## config.mk

```make
export PLATFORM = sky130hd
export DESIGN_NAME = wbuf_fwd
export DESIGN_NICKNAME = d
export VERILOG_FILES = /design/src/rtl/wbuf_pkg.sv /design/src/rtl/wbuf_store.sv /design/src/rtl/wbuf_match.sv /design/src/rtl/wbuf_arb.sv /design/src/rtl/wbuf_fwd.sv
export SDC_FILE = /design/constraint.sdc
export NUM_CORES = 1
export LEC_CHECK = 0
export ABC_CLOCK_PERIOD_IN_PS = 3600
export BUFFER_PORTS_ARGS = -buffer_cell sky130_fd_sc_hd__buf_2
export CORE_ASPECT_RATIO = 1.1
export CORE_UTILIZATION = 35
export DETAILED_ROUTE_END_ITERATION = 8
export PLACE_DENSITY = 0.54
export SYNTH_ARGS = -nofsm -noshare
export SYNTH_HDL_FRONTEND = slang
export SYNTH_HIERARCHICAL = 1
export SYNTH_SLANG_ARGS = --single-unit
```

## constraint.sdc

```tcl
create_clock -name clk -period 3.6 [get_ports clk]
set_input_delay 0.72 -clock clk [delete_from_list [all_inputs] [get_ports clk]]
set_output_delay 0.72 -clock clk [all_outputs]
set_load 0.01 [all_outputs]
```

## src/rtl/wbuf_pkg.sv

```systemverilog
package wbuf_pkg;

    parameter int unsigned WB_AW = 16;
    parameter int unsigned WB_DW = 32;

    typedef logic [WB_AW-1:0] addr_t;
    typedef logic [WB_DW-1:0] data_t;

    typedef struct packed {
        addr_t addr;
        data_t data;
    } wb_entry_t;

    typedef enum logic [1:0] {
        PORT_IDLE  = 2'd0,
        PORT_READ  = 2'd1,
        PORT_DRAIN = 2'd2
    } port_sel_e;

    function automatic wb_entry_t make_entry(input addr_t a, input data_t d);
        wb_entry_t e;
        e.addr = a;
        e.data = d;
        return e;
    endfunction

endpackage

```

## src/rtl/wbuf_store.sv

```systemverilog
module wbuf_store
    import wbuf_pkg::*;
#(
    parameter int unsigned DEPTH = 4
) (
    input  logic                         clk,
    input  logic                         rst,
    input  logic                         push,
    input  wb_entry_t                    push_entry,
    input  logic                         pop,
    output wb_entry_t                    ord [DEPTH],
    output logic [DEPTH-1:0]             ord_vld,
    output logic                         full,
    output logic                         empty,
    output logic [$clog2(DEPTH+1)-1:0]   occ
);
    localparam int unsigned PTR_W = $clog2(DEPTH);
    localparam int unsigned CNT_W = $clog2(DEPTH+1);

    logic [PTR_W-1:0] head_q, tail_q;
    logic [CNT_W-1:0] cnt_q;
    wb_entry_t        slot_q [DEPTH];

    always_ff @(posedge clk) begin
        if (rst) begin
            head_q <= '0;
            tail_q <= '0;
            cnt_q  <= '0;
        end else begin
            if (push) begin
                slot_q[tail_q] <= push_entry;
                tail_q         <= tail_q + 1'b1;
            end
            if (pop) begin
                head_q <= head_q + 1'b1;
            end
            case ({push, pop})
                2'b10:   cnt_q <= cnt_q + 1'b1;
                2'b01:   cnt_q <= cnt_q - 1'b1;
                default: cnt_q <= cnt_q;
            endcase
        end
    end

    // Age-ordered view: position 0 is the oldest entry.
    for (genvar k = 0; k < DEPTH; k++) begin : g_ord
        logic [PTR_W-1:0] idx;
        assign idx        = head_q + PTR_W'(k);
        assign ord[k]     = slot_q[idx];
        assign ord_vld[k] = (CNT_W'(k) < cnt_q);
    end

    assign full  = (cnt_q == CNT_W'(DEPTH));
    assign empty = (cnt_q == '0);
    assign occ   = cnt_q;

endmodule

```

## src/rtl/wbuf_match.sv

```systemverilog
module wbuf_match
    import wbuf_pkg::*;
#(
    parameter int unsigned DEPTH = 4
) (
    input  wb_entry_t        ord [DEPTH],
    input  logic [DEPTH-1:0] ord_vld,
    input  addr_t            rd_addr,
    output logic             hit,
    output data_t            hit_data
);
    logic [DEPTH-1:0] eq;

    for (genvar k = 0; k < DEPTH; k++) begin : g_cmp
        assign eq[k] = ord_vld[k] && (ord[k].addr == rd_addr);
    end

    // Scan oldest to newest; a later match overrides, so the newest wins.
    always_comb begin
        hit      = 1'b0;
        hit_data = '0;
        for (int k = 0; k < DEPTH; k++) begin
            if (eq[k]) begin
                hit      = 1'b1;
                hit_data = ord[k].data;
            end
        end
    end

endmodule

```

## src/rtl/wbuf_arb.sv

```systemverilog
module wbuf_arb
    import wbuf_pkg::*;
(
    input  logic      rd_req,
    input  addr_t     rd_addr,
    input  logic      fwd_hit,
    input  logic      drain_vld,
    input  wb_entry_t head,
    input  logic      mem_ready,
    output logic      mem_req,
    output logic      mem_we,
    output addr_t     mem_addr,
    output data_t     mem_wdata,
    output logic      pop,
    output logic      rd_ack
);
    port_sel_e sel;

    always_comb begin
        if (rd_req && !fwd_hit) begin
            sel = PORT_READ;
        end else if (drain_vld) begin
            sel = PORT_DRAIN;
        end else begin
            sel = PORT_IDLE;
        end
    end

    always_comb begin
        mem_req   = (sel != PORT_IDLE);
        mem_we    = (sel == PORT_DRAIN);
        mem_addr  = (sel == PORT_READ) ? rd_addr : head.addr;
        mem_wdata = head.data;
        pop       = (sel == PORT_DRAIN) && mem_ready;
        rd_ack    = rd_req && (fwd_hit || ((sel == PORT_READ) && mem_ready));
    end

endmodule

```

## src/rtl/wbuf_fwd.sv

```systemverilog
module wbuf_fwd
    import wbuf_pkg::*;
#(
    parameter int unsigned DEPTH = 4
) (
    input  logic              clk,
    input  logic              rst,
    input  logic              st_valid,
    input  logic [WB_AW-1:0]  st_addr,
    input  logic [WB_DW-1:0]  st_data,
    output logic              st_ready,
    input  logic              vic_valid,
    input  logic [WB_AW-1:0]  vic_addr,
    input  logic [WB_DW-1:0]  vic_data,
    output logic              vic_ready,
    input  logic              rd_req,
    input  logic [WB_AW-1:0]  rd_addr,
    output logic              rd_ack,
    output logic              fwd_hit,
    output logic [WB_DW-1:0]  fwd_data,
    output logic              mem_req,
    output logic              mem_we,
    output logic [WB_AW-1:0]  mem_addr,
    output logic [WB_DW-1:0]  mem_wdata,
    input  logic              mem_ready
);
    localparam int unsigned CNT_W = $clog2(DEPTH+1);

    wb_entry_t        ord [DEPTH];
    logic [DEPTH-1:0] ord_vld;
    logic             full, empty, push, pop;
    logic [CNT_W-1:0] occ;
    wb_entry_t        in_entry;

    // Victim takes the single enqueue slot ahead of a store.
    assign vic_ready = !full;
    assign st_ready  = !full && !vic_valid;
    assign push      = (vic_valid && vic_ready) || (st_valid && st_ready);
    assign in_entry  = vic_valid ? make_entry(vic_addr, vic_data)
                                 : make_entry(st_addr, st_data);

    wbuf_store #(.DEPTH(DEPTH)) u_store (
        .clk        (clk),
        .rst        (rst),
        .push       (push),
        .push_entry (in_entry),
        .pop        (pop),
        .ord        (ord),
        .ord_vld    (ord_vld),
        .full       (full),
        .empty      (empty),
        .occ        (occ)
    );

    wbuf_match #(.DEPTH(DEPTH)) u_match (
        .ord      (ord),
        .ord_vld  (ord_vld),
        .rd_addr  (rd_addr),
        .hit      (fwd_hit),
        .hit_data (fwd_data)
    );

    wbuf_arb u_arb (
        .rd_req    (rd_req),
        .rd_addr   (rd_addr),
        .fwd_hit   (fwd_hit),
        .drain_vld (!empty),
        .head      (ord[0]),
        .mem_ready (mem_ready),
        .mem_req   (mem_req),
        .mem_we    (mem_we),
        .mem_addr  (mem_addr),
        .mem_wdata (mem_wdata),
        .pop       (pop),
        .rd_ack    (rd_ack)
    );

endmodule

```

==> results.yml <==
final_layout:
  final_cell_mix: "edfxtp_1, buf_2, mux4_2"
  layout_commonest_cell: "edfxtp_1"
  diodes: 0
  layout-drive-gt1-share_pct: 63.2
  area_delta_synth_final_pct: 28.1
  stdcell_count: 1699
  num-nets-final: 1302
  utilization_pct: 45.9
placed_design:
  io_buffers: 203
  place_congestion: 0.748
  dp_hpwl_mm: 26.1
  place_inst: 1608
sta:
  max_slew_margin_pct: 37.4
  fmax_mhz: 232
  hold_viol: 0
  tightest_slew_ns: 0.940
  fin_crit_ns: 4.32
  slew_violations: 0
  skew_ns: 0.00760
  rsz0062_at_grt: "yes"
  setup_violations: 53
  fin_ws_ns: -0.719
  finalCritPeriodShare_pct: 120
setup_path:
  crit_arrival_ns: 3.60
  r2r_end: "u_store/occ[2]$_SDFFE_PP0P_"
  r2r_cells: 15
  crit_required_ns: 2.88
  cp-start-kind: "flop"
  r2r_setup_slack_ns: -0.08
  worstSetupEndpointType: "primary output"
  r2r_start: "u_store/head_q[0]$_SDFFE_PP0P_"
  path_max_fanout: 14
  critPathKind: "flop to primary output"
floorplanning:
  core_area_mm2: 0.0395
  rows: 76
  initial_utilization_pct: 35.8
  die_y_um: 213
  ios: 204
  die_width_um: 194
  dieArea_mm2: 0.0412
logic_synthesis:
  synth_area_mm2: 0.0141
  synth_seq_cells: 201
  synth_nets: 997
  seq_area_frac_synth_pct: 42.1
  synth_cell_types: 46
  syn_inst: 870
  synth.avg_cell_area_um2: 16.2
  yosysWarnings: 6
drt:
  drt-total-wl_mm: 40.4
  drc: 0
  routedWlPerCell_um: 23.8
  dr_total_vias: 9507
  viasPerCell: 5.60
  drtIter0Drc: 740
  firstDrtPassIters: 5
  antenna_left: 0
worst_hold_path:
  hold_path_startpoint: "rst"
  worstHoldPathCells: 2
  holdPathEnd: "u_store/tail_q[0]$_SDFFE_PP0P_"
  hp-class: "input port to flop"
clocking:
  cts_buffer_depth: 3
  htreeDepth: 1
  clk_pin_slew_ns: 0.06
  clk_latency_ns: 0.53
  holdBufCountCts: 0
  cts_made_buffers: 25
  clkSinkCount: 201
  root_buffer: "clkbuf_16"
  cts_tree: "done"
global_routing:
  antenna_found_initial: 0
  grt_usage_pct: 19.2
  grt-ovfl-total: 0
  grt_pass1_wl_mm: 59.2
  grt_max_degree: 58
  grt_pass1_vias: 9665
run:
  cap_violations: 0
pwr:
  ir_drop_mv: 0.335
  p_leak_nw: 6.41
  p_per_area_mw_per_mm2: 471
outcome:
  status: "complete, but fails checks"
  failed_checks: "setup timing"
==> how the worst max path moves through the flow <==
stage	start	end	cells after the start
after global routing	u_store/head_q[0]$_SDFFE_PP0P_	mem_addr[7]	12
after floorplan	u_store/head_q[0]$_SDFFE_PP0P_	mem_addr[10]	15
after detailed placement	u_store/head_q[0]$_SDFFE_PP0P_	mem_addr[7]	11
final	u_store/head_q[0]$_SDFFE_PP0P_	mem_addr[2]	12
after global placement	u_store/head_q[0]$_SDFFE_PP0P_	mem_addr[2]	12
after CTS	u_store/head_q[0]$_SDFFE_PP0P_	mem_addr[2]	14
==> Yosys cell counts (all sizes together) <==
cell	count	share of area, %
dfxtp	9	1.3
mux4	192	31
o21ai	33	1.2
mux2	64	6.6
nor3	1	0.035
nor4	6	0.61
inv	7	0.19
o21bai	1	0.053
o21a	1	0.053
or2	1	0.044
mux2i	2	0.14
or3	2	0.089
nand2	99	2.8
xor2	18	1.1
ha	9	0.80
nand4	10	0.44
o211ai	1	0.053
and2	8	0.35
a21o	1	0.053
and2b	1	0.062
a32oi	32	2.0
buf	93	5.9
nor2b	2	0.14
a211oi	2	0.19
clkbuf	13	0.43
and3b	1	0.071
a21oi	1	0.035
xnor2	51	3.2
o21ba	1	0.071
nor2	10	0.27
nand3	5	0.18
and3	1	0.044
edfxtp	192	41
==> timing repair <==
item	4_1_cts	5_1_grt
endpoints found under the setup margin	59	59
gates cloned	4	5
resized for setup	60	41
pin swaps	8	11
setup buffers	22	18
==> state kept, by name, indices dropped and copies added (netlist names), named ones only <==
name and flops:
u_store/occ 3, u_store/head_q 2, u_store/slot_q 192, u_store/tail_q 2
==> per-layer routing <==
layer	track usage [%]	share of wire (%)	vias up
li1	-	-	4174
met1	24.7	41	4945
met2	34.0	52	336
met3	2.45	4.8	52
met4	5.54	2.2	0
met5	0	0	-
==> critical path, cell delays in order, from the launching register on <==
cell	delay, ns
dfxtp_4	0.45
buf_12	0.18
mux4_2	0.54
xnor2_2	0.17
nand4_1	0.20
nor4_4	0.38
nand3_2	0.14
and2_4	0.18
o211ai_1	0.10
buf_6	0.19
nor2b_4	0.09
mux2_2	0.30
buf_2	0.15
==> area by class of cell <==
class	instances	area, µm²
fillers	3445	21400
flip-flops and latches	201	5960
repair buffers	381	2870
inverters	7	26.3
clock buffers	27	633
well taps	507	634
multi-input cells	559	7680
clock inverters	17	287
==> kinds of logic (layout without fill, tap and decap cells) <==
kind of cell | after synthesis | count (layout) | synth area share (%)
compound gates | 73 | 73 | 3.67
xor+xnor | 69 | 69 | 4.28
fa+ha+maj | 9 | 9 | 0.797
buf+inv | 113 | 432 | 6.52
flops | 201 | 201 | 42.1
mux | 258 | 258 | 37.5
simple gates | 147 | 150 | 5.14
==> through the flow <==
| step | setup WS (ns) | instance area [µm²] | hold WS (ns) | total power, mW | setup TNS [ns] |
|---|---|---|---|---|---|
| after global placement | -0.427 | 16200 | 0.548 | 5.55 | -18.36 |
| after global routing | -0.902 | 18100 | 0.483 | 8.91 | -43.07 |
| after CTS | -0.830 | 17700 | 0.466 | 8.54 | -37.81 |
| after detailed placement | -0.443 | 16200 | 0.564 | 5.57 | -17.41 |
| final | -0.719 | 18100 | 0.507 | 8.52 | -32.35 |
| after floorplan | -0.249 | 14200 | 0.513 | 4.91 | -3.36 |
==> report_power, final <==
group	internal, mW	switching [mW]
Clock	1.84	0.979
Sequential	2.82	0.168
Combinational	1.50	1.22
Total	6.15	2.37
No activity file was read; power rests on OpenSTA's default activity.
